File: config.mk
export PLATFORM = sky130hd
export DESIGN_NAME = hk_pkt_rx
export DESIGN_NICKNAME = d
export VERILOG_FILES = /design/src/rtl/hk_pkt_pkg.sv /design/src/rtl/hk_sum_acc.sv /design/src/rtl/hk_byte_cnt.sv /design/src/rtl/hk_pkt_fsm.sv /design/src/rtl/hk_pkt_rx.sv
export SDC_FILE = /design/constraint.sdc
export NUM_CORES = 1
export LEC_CHECK = 0
export BUFFER_PORTS_ARGS = -buffer_cell sky130_fd_sc_hd__buf_2
export CAP_MARGIN = 20
export CORE_MARGIN = 10
export CORE_UTILIZATION = 28
export CTS_CLUSTER_DIAMETER = 200
export CTS_CLUSTER_SIZE = 24
export DETAILED_ROUTE_END_ITERATION = 12
export PLACE_DENSITY = 0.47
export SETUP_SLACK_MARGIN = 0.4
export SLEW_MARGIN = 20
export SYNTH_ARGS = -nofsm -noshare
export SYNTH_HDL_FRONTEND = slang
export SYNTH_SLANG_ARGS = --single-unit
export TNS_END_PERCENT = 5
File: constraint.sdc
create_clock -name clk_i -period 2.45 [get_ports clk_i]
set_input_delay 0 -clock clk_i [delete_from_list [all_inputs] [get_ports clk_i]]
set_output_delay 0 -clock clk_i [all_outputs]
set_load 0.005 [all_outputs]
File: src/rtl/hk_pkt_pkg.sv
package hk_pkt_pkg;
  typedef enum logic [2:0] {
    ST_IDLE,
    ST_HDR,
    ST_CSUM,
    ST_DATA,
    ST_DONE
  } hk_state_e;
endpackage

File: src/rtl/hk_sum_acc.sv
module hk_sum_acc #(
  parameter int DW = 8
) (
  input  logic          clk_i,
  input  logic          rst_ni,
  input  logic          clr_i,
  input  logic          add_i,
  input  logic [DW-1:0] byte_i,
  output logic [DW-1:0] sum_o
);
  logic [DW-1:0] sum_q;

  // modular sum, carries dropped
  always_ff @(posedge clk_i or negedge rst_ni) begin
    if (!rst_ni)     sum_q <= '0;
    else if (clr_i)  sum_q <= '0;
    else if (add_i)  sum_q <= sum_q + byte_i;
  end

  assign sum_o = sum_q;

  assert_clr_zero_R5: assert property (@(posedge clk_i) disable iff (!rst_ni)
    clr_i |=> (sum_o == '0));
endmodule

File: src/rtl/hk_byte_cnt.sv
module hk_byte_cnt #(
  parameter int CW = 3
) (
  input  logic          clk_i,
  input  logic          rst_ni,
  input  logic          clr_i,
  input  logic          inc_i,
  input  logic [CW-1:0] limit_i,
  output logic [CW-1:0] idx_o,
  output logic          last_o
);
  logic [CW-1:0] idx_q;

  always_ff @(posedge clk_i or negedge rst_ni) begin
    if (!rst_ni)     idx_q <= '0;
    else if (clr_i)  idx_q <= '0;
    else if (inc_i)  idx_q <= idx_q + 1'b1;
  end

  assign idx_o  = idx_q;
  assign last_o = (idx_q == limit_i);

  assert_no_wrap_R2: assert property (@(posedge clk_i) disable iff (!rst_ni)
    (inc_i && !clr_i && last_o) |=> !inc_i);
endmodule

File: src/rtl/hk_pkt_fsm.sv
module hk_pkt_fsm
  import hk_pkt_pkg::*;
(
  input  logic clk_i,
  input  logic rst_ni,
  input  logic start_i,
  input  logic stop_i,
  input  logic byte_valid_i,
  input  logic last_i,
  output logic clr_o,
  output logic hdr_we_o,
  output logic csum_we_o,
  output logic data_we_o,
  output logic done_o,
  output logic void_o,
  output logic trunc_o,
  output logic ovr_o
);
  hk_state_e state_q, state_d;
  logic take_start, take_stop, take_byte;
  logic done_q, void_q, trunc_q, ovr_q;

  // START > STOP > byte
  assign take_start = start_i;
  assign take_stop  = !start_i && stop_i;
  assign take_byte  = !start_i && !stop_i && byte_valid_i;

  always_comb begin
    state_d = state_q;
    if (take_start)      state_d = ST_HDR;
    else if (take_stop)  state_d = ST_IDLE;
    else if (take_byte) begin
      case (state_q)
        ST_HDR:  state_d = ST_CSUM;
        ST_CSUM: state_d = ST_DATA;
        ST_DATA: state_d = last_i ? ST_DONE : ST_DATA;
        default: state_d = state_q;
      endcase
    end
  end

  always_ff @(posedge clk_i or negedge rst_ni) begin
    if (!rst_ni) begin
      state_q <= ST_IDLE;
      done_q  <= 1'b0;
      void_q  <= 1'b0;
      trunc_q <= 1'b0;
      ovr_q   <= 1'b0;
    end else begin
      state_q <= state_d;
      done_q  <= take_stop && (state_q == ST_DONE);
      void_q  <= take_stop && (state_q == ST_HDR);
      trunc_q <= take_stop && ((state_q == ST_CSUM) || (state_q == ST_DATA));
      ovr_q   <= take_byte && (state_q == ST_DONE);
    end
  end

  assign clr_o     = take_start;
  assign hdr_we_o  = take_byte && (state_q == ST_HDR);
  assign csum_we_o = take_byte && (state_q == ST_CSUM);
  assign data_we_o = take_byte && (state_q == ST_DATA);
  assign done_o    = done_q;
  assign void_o    = void_q;
  assign trunc_o   = trunc_q;
  assign ovr_o     = ovr_q;

  assert_start_rearms_R5: assert property (@(posedge clk_i) disable iff (!rst_ni)
    start_i |=> (state_q == ST_HDR));
  assert_void_after_stop_R6: assert property (@(posedge clk_i) disable iff (!rst_ni)
    void_q |-> $past(stop_i));
  assert_done_holds_R8: assert property (@(posedge clk_i) disable iff (!rst_ni)
    ((state_q == ST_DONE) && take_byte) |=> (state_q == ST_DONE));
  assert_idle_quiet_R9: assert property (@(posedge clk_i) disable iff (!rst_ni)
    ((state_q == ST_IDLE) && !start_i) |=> (state_q == ST_IDLE));
endmodule

File: src/rtl/hk_pkt_rx.sv
module hk_pkt_rx #(
  parameter int CNT_W = 3,
  parameter int MOD_W = 5
) (
  input  logic               clk_i,
  input  logic               rst_ni,
  input  logic               start_i,
  input  logic               stop_i,
  input  logic               byte_valid_i,
  input  logic [CNT_W+MOD_W-1:0] byte_i,
  output logic [MOD_W-1:0]   module_o,
  output logic [CNT_W:0]     count_o,
  output logic               data_valid_o,
  output logic [CNT_W+MOD_W-1:0] data_o,
  output logic [CNT_W-1:0]   data_idx_o,
  output logic               frame_ok_o,
  output logic               frame_bad_o,
  output logic               void_err_o,
  output logic               trunc_err_o,
  output logic               overrun_err_o
);
  localparam int DW = CNT_W + MOD_W;

  logic clr, hdr_we, csum_we, data_we, done, last;
  logic [DW-1:0]    sum, csum_q, dat_q;
  logic [CNT_W-1:0] idx, cnt_m1_q, idx_q;
  logic [MOD_W-1:0] mod_q;
  logic             hdr_vld_q, dv_q;
  logic [DW-1:0]    diff;

  hk_pkt_fsm u_fsm (
    .clk_i(clk_i), .rst_ni(rst_ni),
    .start_i(start_i), .stop_i(stop_i), .byte_valid_i(byte_valid_i),
    .last_i(last),
    .clr_o(clr), .hdr_we_o(hdr_we), .csum_we_o(csum_we), .data_we_o(data_we),
    .done_o(done), .void_o(void_err_o), .trunc_o(trunc_err_o), .ovr_o(overrun_err_o)
  );

  hk_sum_acc #(.DW(DW)) u_sum (
    .clk_i(clk_i), .rst_ni(rst_ni), .clr_i(clr), .add_i(data_we),
    .byte_i(byte_i), .sum_o(sum)
  );

  hk_byte_cnt #(.CW(CNT_W)) u_cnt (
    .clk_i(clk_i), .rst_ni(rst_ni), .clr_i(clr), .inc_i(data_we),
    .limit_i(cnt_m1_q), .idx_o(idx), .last_o(last)
  );

  always_ff @(posedge clk_i or negedge rst_ni) begin
    if (!rst_ni) begin
      mod_q     <= '0;
      cnt_m1_q  <= '0;
      hdr_vld_q <= 1'b0;
      csum_q    <= '0;
    end else if (clr) begin
      mod_q     <= '0;
      cnt_m1_q  <= '0;
      hdr_vld_q <= 1'b0;
      csum_q    <= '0;
    end else begin
      if (hdr_we) begin
        cnt_m1_q  <= byte_i[DW-1:MOD_W];
        mod_q     <= byte_i[MOD_W-1:0];
        hdr_vld_q <= 1'b1;
      end
      if (csum_we) csum_q <= byte_i;
    end
  end

  always_ff @(posedge clk_i or negedge rst_ni) begin
    if (!rst_ni) begin
      dv_q  <= 1'b0;
      dat_q <= '0;
      idx_q <= '0;
    end else begin
      dv_q <= data_we;
      if (data_we) begin
        dat_q <= byte_i;
        idx_q <= idx;
      end
    end
  end

  assign diff          = csum_q - sum;
  assign module_o      = mod_q;
  assign count_o       = hdr_vld_q ? ({1'b0, cnt_m1_q} + 1'b1) : '0;
  assign data_valid_o  = dv_q;
  assign data_o        = dat_q;
  assign data_idx_o    = idx_q;
  assign frame_ok_o    = done && (diff == '0);
  assign frame_bad_o   = done && (diff != '0);

  assert_one_verdict_R3: assert property (@(posedge clk_i) disable iff (!rst_ni)
    $onehot0({frame_ok_o, frame_bad_o, void_err_o, trunc_err_o}));
  assert_ok_after_stop_R3: assert property (@(posedge clk_i) disable iff (!rst_ni)
    frame_ok_o |-> $past(stop_i));
  assert_bad_after_stop_R4: assert property (@(posedge clk_i) disable iff (!rst_ni)
    frame_bad_o |-> $past(stop_i));
  assert_idx_in_range_R2: assert property (@(posedge clk_i) disable iff (!rst_ni)
    data_valid_o |-> ({1'b0, data_idx_o} < count_o));
  assert_hdr_held_R1: assert property (@(posedge clk_i) disable iff (!rst_ni)
    (!start_i && hdr_vld_q) |=> $stable(module_o));
  assert_no_data_on_ovr_R8: assert property (@(posedge clk_i) disable iff (!rst_ni)
    overrun_err_o |-> !data_valid_o);
endmodule

Word-level counts from Yosys, hierarchy flattened --
Index checks and enable logic that the tools add are counted.
Word-level totals: bits of input ports 13, logic and storage cells 64, register bits after elaboration 47
Cells by class: $add $sub $neg 4, eq/ne operators 5, reductions and logical operators 23, mux-type cells 18
Operators by type and width (count):
- $mux 8 | 4
- $mux 3 | 8
- $logic_and 1x1->1 | 12
- $mux 5 | 2
- $pmux 3 s3 | 1
- $add 8x8->8 | 1
- $logic_not 8->1 | 1
- $reduce_bool 8->1 | 1
- $sub 8x8->8 | 1
- $eq 3x2->1 const B | 2
- $reduce_bool 2->1 | 3
- $reduce_bool 5->1 | 1
- $add 3x1->4 const B | 1
- $mux 4 | 1
- $add 3x1->3 const B | 1
- $eq 3x1->1 const B | 1
- $eq 3x3->1 | 1
- $eq 3x3->1 const B | 1
- $reduce_bool 3->1 | 1
- $logic_not 1->1 | 2
- $mux 1 | 2
- $reduce_and 2->1 | 1
- $logic_or 1x1->1 | 1

Depth between registers and ports, before layout --
Gate-level depths: netlist of the first run.
depth after elaboration 6, gate-level depth with buffers 8, gate-level depth less buffers 7

Hierarchy --
A second synthesis of the first run with hierarchy kept.
Second synthesis, totals: cells, all modules 252, area total of the unflattened synthesis 2693.8 um^2
By module, submodules not included:
- hk_pkt_rx | cells each 138, times used 1, area an instance 1516.5 um^2
- hk_sum_acc | cells each 66, times used 1, area an instance 646.9 um^2
- hk_pkt_fsm | cells each 33, times used 1, area an instance 354.1 um^2
- hk_byte_cnt | cells each 15, times used 1, area an instance 176.4 um^2

Worst setup path before layout of the first run --
No wires, ideal clock.
kind register to register, from reg u_sum.sum_q[0], in the netlist u_sum.sum_o[0], to reg u_sum.sum_q[6], in the netlist u_sum.sum_o[6], arrival 1.682 ns, period minus slack after synthesis 1.808 ns, buffers on the path 0, stages on the path, launching flop included 8, path slack 0.642 ns, cell sequence dfrtp_1 -> ha_1 -> fa_1 -> a211oi_1 -> o21bai_1 -> a21oi_1 -> xor2_1 -> o21ai_0
On the way: cells in the longest elaborated chain, start to end 3
Ends and longest elaborated chain:
- start, declared | line hk_sum_acc.sv:11 | logic [DW-1:0] sum_q;
- start signal, assigned | line hk_sum_acc.sv:17 | else if (add_i) sum_q <= sum_q + byte_i;
- $add 8x8->8 | line hk_sum_acc.sv:17
- $mux 8 | line hk_sum_acc.sv:17
- $mux 8 | line hk_sum_acc.sv:16 | else if (clr_i) sum_q <= '0;
Every way passes these cells. The select of a mux whose other input is x is not followed. A chain may end at the register's enable or synchronous reset.

Worst setup path after layout of the first run --
from reg u_sum.sum_q[4], in the netlist u_sum.sum_o[4], to out frame_bad_o
On the way: cells in the longest elaborated chain, start to end 3
Ends and longest elaborated chain:
- $sub 8x8->8 | line hk_pkt_rx.sv:84 | assign diff = csum_q - sum;
- $reduce_bool 8->1 | line hk_pkt_rx.sv:91 | assign frame_bad_o = done && (diff != '0);
- $logic_and 1x1->1 | line hk_pkt_rx.sv:91
- end, declared | line hk_pkt_rx.sv:17 | output logic frame_bad_o,
Every way passes these cells.

==> impl_metrics.json, run 1 <==
{
  "cap_viol_max_count": 0,
  "ant_nets": 0,
  "drc_errors": 0,
  "setup_viol": 0,
  "synth-compound-area-share_pct": 11.0,
  "fillCellCount": 961,
  "net-switching-power_uw": 382,
  "root_buffer": "clkbuf_8",
  "end_kind": "output pin",
  "fin_util_pct": 37.7,
  "num_rows": 35,
  "cp_cell_sequence": "inv_2 > ha_4 > buf_4 > xor2_1 > nor3_2 > o2111ai_4 > o31a_1 > buf_2",
  "cts_inserted_buffers": 5,
  "grt_usage_pct": 10.6,
  "synth_top_family_by_area": "simple AND/OR/NAND/NOR gates",
  "yosys.area.top_type": "dfrtp_1",
  "crit_family": "compound AO/OA/AOI/OAI gates",
  "pwr-share-seq_pct": 53.5,
  "hp-class": "in2async",
  "synth_xor_area_share_pct": 4.98,
  "h-tree-depth": 2,
  "dpl_cell_area_um2": 2930,
  "area_delta_synth_final_pct": 31.5,
  "rsz0062_at_grt": "true",
  "place_congestion": 0.827,
  "status": "finished clean",
  "crit_path_start_kind": "flip-flop",
  "grt_max_degree": 28,
  "tns_ns": 0,
  "initial_core_util_pct": 28.7,
  "via_per_inst": 4.75,
  "max_freq_mhz": 487,
  "die_y_um": 117,
  "synth.most_common_cell": "nand2_1",
  "antenna_found_initial": 0,
  "pin_count": 39,
  "ys.flop_type": "dfrtp_1",
  "synthMuxAreaShare_pct": 6.45,
  "seq_area_frac_synth_pct": 44.6,
  "avgSynthCellArea_um2": 9.56,
  "crit_arrival_ns": 2.05,
  "vias": 2147,
  "syn_inst": 276,
  "synth.area.top_cells": "dfrtp_1 (45%), ha_1 (7.6%), nand2_1 (7.1%), mux2i_1 (6.5%), nor2_1 (4.3%)",
  "clock_skew_ns": 0.00511,
  "syn-num-nets": 306,
  "portBuffers": 38,
  "wire_per_inst_um": 15.0,
  "post-route-period-util_pct": 83.8,
  "syn_area_um2": 2640,
  "dp_hpwl_um": 4710,
  "die_w_um": 117,
  "cpPeakStageDelay_ns": 0.40,
  "cts.path.max_buffers": 2,
  "power_frac_clock_pct": 34.2,
  "grt-ovfl-total": 0,
  "r2r_slack_ns": 0.45,
  "grt_pass1_wl_um": 11400,
  "rr_worst_depth": 7,
  "drv_slew": 0,
  "slew_headroom_pct": 62.8,
  "cellPowerDensity_nw_per_um2": 440,
  "nets": 370,
  "period_needed_ns": 2.05,
  "drive_above_1_share_pct": 28.7,
  "hold_viol": 0,
  "synth-simple-area-share_pct": 20.6,
  "synth-seq-cells": 47,
  "synthAdderAreaFrac_pct": 8.35,
  "design_area_um2": 3470,
  "post_synth_num_cell_types": 49,
  "synth_edf_count": 0,
  "cellLeakagePower_uw": 0.00184,
  "crit_fanout": 7,
  "vdd_drop_max_v": 0.000225,
  "clk_latency_ns": 0.30,
  "design.die.area_um2": 13700,
  "worstSetupPathDepth": 8,
  "wl_um": 6780,
  "cts_tree": "done",
  "clkTransAtPathRegs_ns": 0.09,
  "diodes": 0,
  "dr.pass1.iters": 4,
  "path_buf_inv": 3,
  "p_int_uw": 1140,
  "cts.sinks": 47,
  "yosysWarnings": 0,
  "async_flop_share_pct": 100,
  "worstMarginPinSlew_ns": 0.558,
  "synth_common_cells": "nand2_1 (50), dfrtp_1 (47), nor2_1 (30)",
  "worstPathRequired_ns": 2.45,
  "coreArea_um2": 9200,
  "drt_iter0_markers": 82,
  "worst_path_max_delay_cell": "dfrtp_1",
  "combPwrFrac_pct": 12.3,
  "switching_share_pct": 25.1,
  "synth_top_area_share_pct": 44.6,
  "path_class": "reg2out",
  "first_global_vias": 2251
}
==> repair_timing <==
action	in CTS	in global routing
hold endpoints to repair	34	0
hold buffers	12	0
buffers inserted	15	0
setup endpoints to repair	2	4
pin swaps	14	12
resized for setup	37	5
==> layout make-up <==
type	count	area (um^2)	share of cell area (%)
Timing Repair Buffer	68	449	13.0
Inverter	11	46.3	1.33
Sequential cell	47	1180	33.9
Tap cell	111	139	4.00
Clock buffer	8	100	2.89
Multi-Input combinational cell	207	1560	44.9
==> power groups by stage <==
stage / clock, uW / combinational, uW / sequential [uW]
floorplan: 0 / 77.8 / 832
global placement: 0 / 160 / 832
detailed placement: 0 / 161 / 832
CTS: 542 / 190 / 817
global route: 572 / 211 / 820
finish: 521 / 187 / 816
==> layer usage <==
metal	track usage [%]	part of all wire, %
met2	17.2	46
met5	0	0
met1	13.6	48
met4	1.98	0.53
met3	3.21	5.4
==> final timing paths <==
check,startpoint,to
min in group clk_i,start_i,csum_q[7]
max reg2reg,u_sum.sum_o[3],u_sum.sum_o[7]
max,u_sum.sum_o[4],frame_bad_o
min,rst_ni,cnt_m1_q[2]
max in group asynchronous,rst_ni,data_o[1]
min reg2reg,data_o[0],data_o[0]
==> kinds of logic after synthesis <==
logic type | Yosys count
xor+xnor | 15
buf+inv | 22
fa+ha+maj | 17
mux | 17
compound gates | 42
flops | 47
simple gates | 116
==> registers in the layout (all words and copies together), names as in the netlist, 3 cells and up <==
| register | cells |
|---|---|
| cnt_m1_q | 3 |
| u_cnt.idx_o | 3 |
| module_o | 5 |
| csum_q | 8 |
| u_fsm.state_q | 3 |
| data_o | 8 |
| data_idx_o | 3 |
| u_sum.sum_o | 8 |
==> per-stage QoR <==
stage	hold WS [ns]	cells	power (uW)	worst slack, ns
after global routing	0.244	452	1600	0.299
after floorplan	-0.296	276	910	0.642
after CTS	0.226	452	1550	0.394
final	0.207	452	1520	0.397
after detailed placement	0.0238	417	993	0.462
after global placement	0.0201	417	992	0.492
==> cells in the final DEF (no fill, tap or decap), types with 6 or more instances in the layout <==
master,synthesis,routed
nor2_1,30,28
o21ai_0,9,7
xor2_1,7,7
xnor2_1,8,8
nand2_1,50,50
ha_4,0,6
dfrtp_1,47,47
mux2i_1,17,17
dlygate4sd3_1,0,12
buf_4,2,17
buf_2,3,38
clkbuf_8,0,7
ha_1,16,9
inv_1,10,6
==> worst reg2reg max path, cell delays in order, from the launching register on <==
cell and delay [ns]:
dfrtp_1 0.41, buf_4 0.14, ha_1 0.33, a21o_1 0.22, a221oi_2 0.34, and4b_1 0.24
o21ai_1 0.07, mux2i_1 0.13
Power figures use the tool's default switching activity.
==> run 2: changes to the inputs <==
--- a/config.mk
+++ b/config.mk
@@ -5,6 +5,7 @@
 export SDC_FILE = /design/constraint.sdc
 export NUM_CORES = 1
 export LEC_CHECK = 0
+export ABC_AREA = 1
 export BUFFER_PORTS_ARGS = -buffer_cell sky130_fd_sc_hd__buf_2
 export CAP_MARGIN = 20
 export CORE_MARGIN = 10
==> constraint.sdc (replaced) <==
create_clock -name clk_i -period 1.9 [get_ports clk_i]
set_input_delay 0 -clock clk_i [delete_from_list [all_inputs] [get_ports clk_i]]
set_output_delay 0 -clock clk_i [all_outputs]
set_load 0.005 [all_outputs]
==> run 2 against run 1 <==
Synthesized cell count up 25%. Power rose by 44%. Highest routed layer unchanged. Largest power group unchanged. Final cell count up 17%. Critical endpoint is now frame_ok_o.
==> impl_metrics.json, run 2 <==
{
  "first_global_vias": 2394,
  "mostFrequentLayoutCell": "nand2_1",
  "worstPathRequired_ns": 1.90,
  "yosysWarnings": 0,
  "post_synth_num_cell_types": 32,
  "period_needed_ns": 1.89,
  "dp_hpwl_um": 5360,
  "cap_viol_max_count": 0,
  "drt_iter0_markers": 55,
  "rsz0062_at_grt": "true",
  "max_freq_mhz": 530,
  "diodes": 0,
  "avgSynthCellArea_um2": 8.01,
  "fillCellCount": 1032,
  "grt_usage_pct": 10.0,
  "cts.path.max_buffers": 2,
  "vdd_drop_max_v": 0.000263,
  "initial_core_util_pct": 28.5,
  "fin_ws_ns": 0.0134,
  "ant_nets": 0,
  "synth_common_cells": "nand2_1 (88), inv_1 (57), dfrtp_1 (47)",
  "cts_tree": "done",
  "area_delta_synth_final_pct": 25.1,
  "clock_skew_ns": 0.00700,
  "synth_edf_count": 0,
  "wire_per_inst_um": 13.2,
  "drv_slew": 0,
  "grt-ovfl-total": 0,
  "fin_cells": 529,
  "design.die.area_um2": 14200,
  "place_congestion": 0.830,
  "dr.pass1.iters": 4,
  "cts.sinks": 47,
  "synth.most_common_cell": "nand2_1",
  "design_area_um2": 3450,
  "antenna_found_initial": 0,
  "hold_viol": 0,
  "grt_pass1_wl_um": 11800,
  "grt_max_degree": 26,
  "final_cell_mix": "nand2_1 (81), inv_1 (54), dfrtp_1 (47)",
  "pin_count": 39,
  "fin_util_pct": 35.6,
  "seq_area_frac_synth_pct": 42.7,
  "end_kind": "output pin",
  "path_class": "reg2out",
  "ys.flop_type": "dfrtp_1",
  "p_total_uw": 2200,
  "hp-class": "in2reg",
  "synth.area.top_cells": "dfrtp_1 (43%), nand2_1 (12%), inv_1 (7.8%), ha_1 (7.3%), nor2_1 (4.1%)",
  "dpl_cell_area_um2": 3110,
  "nets": 425,
  "worstMarginPinSlew_ns": 0.568,
  "syn_inst": 344,
  "cellLeakagePower_uw": 0.00184,
  "crit_arrival_ns": 1.89,
  "yosys.area.top_type": "dfrtp_1",
  "crit_path_start_kind": "flip-flop",
  "syn-num-nets": 374,
  "portBuffers": 38,
  "die_y_um": 119,
  "syn_area_um2": 2760,
  "num_rows": 36,
  "cts_inserted_buffers": 5,
  "root_buffer": "clkbuf_8",
  "wl_um": 6970,
  "coreArea_um2": 9680,
  "synth_top_area_share_pct": 42.7,
  "synth-seq-cells": 47,
  "async_flop_share_pct": 100,
  "die_w_um": 119,
  "clkTransAtPathRegs_ns": 0.09,
  "vias": 2311,
  "crit_fanout": 4,
  "setup_viol": 0,
  "post-place-cells": 512,
  "drc_errors": 0,
  "h-tree-depth": 2,
  "drive_above_1_share_pct": 26.8,
  "via_per_inst": 4.37,
  "pre_cts_ws_ns": 0.194,
  "slew_headroom_pct": 62.1,
  "clk_latency_ns": 0.30,
  "post-route-period-util_pct": 99.3,
  "status": "finished clean",
  "cellPowerDensity_nw_per_um2": 637
}
==> run 2: timing repair <==
action,4_1_cts,5_1_grt
gates resized for setup,20,19
endpoints found under the setup margin,12,21
buffers inserted,3,5
hold endpoints to repair,22,0
hold buffers,1,0
pin swaps,9,13
==> run 2: report_power, final <==
| part | internal [uW] | total (uW) | switching, uW | leakage [uW] |
|---|---|---|---|---|
| logic | 200 | 478 | 278 | 0.00115 |
| clock network | 260 | 628 | 368 | 0.0000483 |
| registers | 1060 | 1090 | 35.2 | 0.000638 |
==> run 2: path summary, 6_finish.rpt <==
path | from | endpoint | slack [ns] | cells past startpoint
setup / recovery | u_sum.sum_o[2] | frame_ok_o | 0.01 | 11
hold / removal | byte_i[6] | data_o[6] | 0.009 | 3
setup reg to reg | u_sum.sum_o[0] | u_sum.sum_o[6] | 0.13 | 10
hold reg to reg | module_o[4] | module_o[4] | 0.48 | 2
max in group asynchronous | rst_ni | csum_q[3] | 1.16 | 3
min in group asynchronous | rst_ni | u_fsm.state_q[1] | 0.21 | 2
==> run 2: through the flow <==
stage | setup TNS, ns | hold slack, ns
finish | 0 | 0.00879
floorplan | 0 | -0.296
global placement | 0 | 0.0300
global route | -0.322 | 0.0241
CTS | -0.0125 | 0.00898
detailed placement | 0 | 0.0260
==> run 2: cell families (layout without fill, tap and decap cells) <==
logic type      Yosys count  count (layout)  share of synthesized area (%)
fa+ha+maj                17              17                           7.99
mux                       6               6                           3.27
buf+inv                  65             117                           9.40
simple gates            155             155                           25.4
compound gates           48              48                           9.35
flops                    47              47                           42.7
xor+xnor                  6               6                           1.91
==> run 2: worst max-delay path: stages, from the launching register on <==
cell	delay [ns]
dfrtp_1	0.40
inv_2	0.09
ha_4	0.21
or2_4	0.27
nand3_1	0.10
nand2_1	0.05
nand2_1	0.05
nand2_1	0.06
nor2_1	0.10
nand3_1	0.07
nor2_1	0.08
buf_2	0.11
==> run 2: cell type report <==
type                    instances  area (um^2)  area share, %
clock buffers                   5         68.8           2.00
well taps                     133          166           4.83
flip-flops and latches         47         1180           34.1
repair buffers                 48          280           8.13
multi-input cells             232         1500           43.4
inverters                      61          239           6.93
clock inverters                 3         18.8          0.544
==> run 2: layer usage <==
metal / GRT usage (%) / up-vias / wire (um) / part of all wire [%]
met1: 12.3 / 1085 / 3180 / 46
li1: - / 1188 / - / -
met2: 17.9 / 32 / 3570 / 51
met3: 1.84 / 6 / 150 / 2.2
met5: 0 / - / 0 / 0
met4: 2.06 / 0 / 68 / 0.98
==> run 3: changes to the inputs <==
==> constraint.sdc (replaced) <==
create_clock -name clk_i -period 1.9 [get_ports clk_i]
set_input_delay 0.38 -clock clk_i [delete_from_list [all_inputs] [get_ports clk_i]]
set_output_delay 0.38 -clock clk_i [all_outputs]
set_load 0.005 [all_outputs]
==> run 3 against run 2 <==
The run now ends with negative setup slack left. Global-route usage rose by 0.13 points. Clock skew increased by 0.0056 ns. Combinational power grew 6.1%. Via count up 1.5%. Worst hold slack better by 0.027 ns. First-iteration DRC count shrank 18%. Final area rose by 6.8%. Clock power is 21% higher. Wire length rose by 3.2%. Register-to-register slack better by 0.11 ns. Die area unchanged. Largest cell class unchanged.
==> impl_metrics.json, run 3 (same netlist as run 2, synthesis figures left out) <==
{
  "diodes": 0,
  "dr.pass1.iters": 4,
  "crit_top_cell": "nand2_1",
  "cts.path.max_buffers": 2,
  "end_kind": "output pin",
  "cts_inserted_buffers": 5,
  "drive_above_1_share_pct": 36.3,
  "period_needed_ns": 2.24,
  "cellLeakagePower_uw": 0.00190,
  "crit_fanout": 4,
  "vias": 2346,
  "num_rows": 36,
  "design.die.area_um2": 14200,
  "rsz0062_at_grt": "true",
  "violations": "negative setup slack",
  "crit_family": "simple AND/OR/NAND/NOR gates",
  "cellPowerDensity_nw_per_um2": 641,
  "drc_errors": 0,
  "grt_max_degree": 48,
  "worst_path_max_delay_cell": "dfrtp_1",
  "clock_skew_ns": 0.0126,
  "grt_usage_pct": 10.2,
  "dpl_cell_area_um2": 3270,
  "via_per_inst": 4.36,
  "design_area_um2": 3680,
  "place_congestion": 0.831,
  "ant_nets": 0,
  "mostFrequentLayoutCell": "nand2_1",
  "final_cell_mix": "nand2_1 (74), inv_1 (49), dfrtp_1 (45)",
  "die_w_um": 119,
  "cts.sinks": 47,
  "path_buf_inv": 3,
  "grt-ovfl-total": 0,
  "nets": 434,
  "status": "finished with violations",
  "cp_cell_sequence": "inv_2 > ha_4 > or2_4 > nand3_1 > nand2_1 > nand2_1 > nand2_1 > inv_1 > nand3_1 > nor2_2 > buf_2",
  "wl_um": 7200,
  "cts_tree": "done",
  "hp-class": "in2async",
  "max_freq_mhz": 446,
  "fin_ws_ns": -0.340,
  "tns_ns": -0.679,
  "crit_path_start_kind": "flip-flop",
  "clkTransAtPathRegs_ns": 0.10,
  "h-tree-depth": 2,
  "drv_slew": 0,
  "cap_viol_max_count": 0,
  "root_buffer": "clkbuf_8",
  "path_class": "reg2out",
  "setup_viol": 2,
  "post-route-period-util_pct": 118,
  "r2r_slack_ns": 0.24,
  "vdd_drop_max_v": 0.000359,
  "hold_viol": 0,
  "grt_pass1_wl_um": 12000,
  "worstPathRequired_ns": 1.52,
  "clk_latency_ns": 0.30,
  "drt_iter0_markers": 45,
  "wire_per_inst_um": 13.4,
  "die_y_um": 119,
  "pin_count": 39,
  "initial_core_util_pct": 28.5,
  "dp_hpwl_um": 5440,
  "coreArea_um2": 9680,
  "antenna_found_initial": 0,
  "crit_arrival_ns": 1.86,
  "portBuffers": 38,
  "area_delta_synth_final_pct": 33.5,
  "cpPeakStageDelay_ns": 0.40,
  "first_global_vias": 2438,
  "slew_headroom_pct": 77.8,
  "worstMarginPinSlew_ns": 0.331,
  "hold_buffers": 0
}
run 3: layout make-up:
type                    instances  area, um^2
well taps                     133         166
clock inverters                 3        43.8
fillers                      1041        6000
repair buffers                 57         352
flip-flops and latches         47        1180
clock buffers                   5        68.8
multi-input cells             232        1620
inverters                      61         249
run 3: timing repair:
item | 4_1_cts | 5_1_grt
setup endpoints to repair | 20 | 22
buffers inserted | 0 | 3
resized for setup | 34 | 36
pin swaps | 14 | 22
run 3: routing by layer:
layer  track usage [%]  share of wire, %  vias to the layer above
met5                 0                 0                        -
met3              1.75               2.3                        5
li1                  -                 -                     1207
met2              17.4                49                       28
met1              12.9                48                     1106
met4              2.75              0.74                        0
run 3: report_power, final:
part	internal, uW	total [uW]	switching [uW]
Sequential	1060	1090	37.9
Clock	393	757	365
Combinational	216	507	291
Total	1660	2360	693
run 3: final timing paths:
| check | cells after the start | to | start |
|---|---|---|---|
| min in group clk_i | 3 | u_fsm.state_q[2] | start_i |
| hold reg to reg | 2 | module_o[0] | module_o[0] |
| max in group asynchronous | 2 | cnt_m1_q[1] | rst_ni |
| setup reg to reg | 9 | u_sum.sum_o[6] | u_sum.sum_o[0] |
| setup / recovery | 11 | frame_ok_o | u_sum.sum_o[2] |
| hold / removal | 2 | u_fsm.trunc_o | rst_ni |
run 3: per-stage QoR:
step | util [%] | total power, uW | hold WS [ns] | std cells | worst slack, ns
after floorplan | - | 1400 | 0.0844 | 344 | 0.143
after global placement | 33.8 | 1570 | 0.390 | 527 | -0.0655
after detailed placement | 33.8 | 1570 | 0.390 | 527 | -0.0988
after CTS | 36.4 | 2360 | 0.0524 | 535 | -0.373
after global routing | 38.0 | 2510 | 0.0536 | 538 | -0.506
final | 38.0 | 2360 | 0.0359 | 538 | -0.340
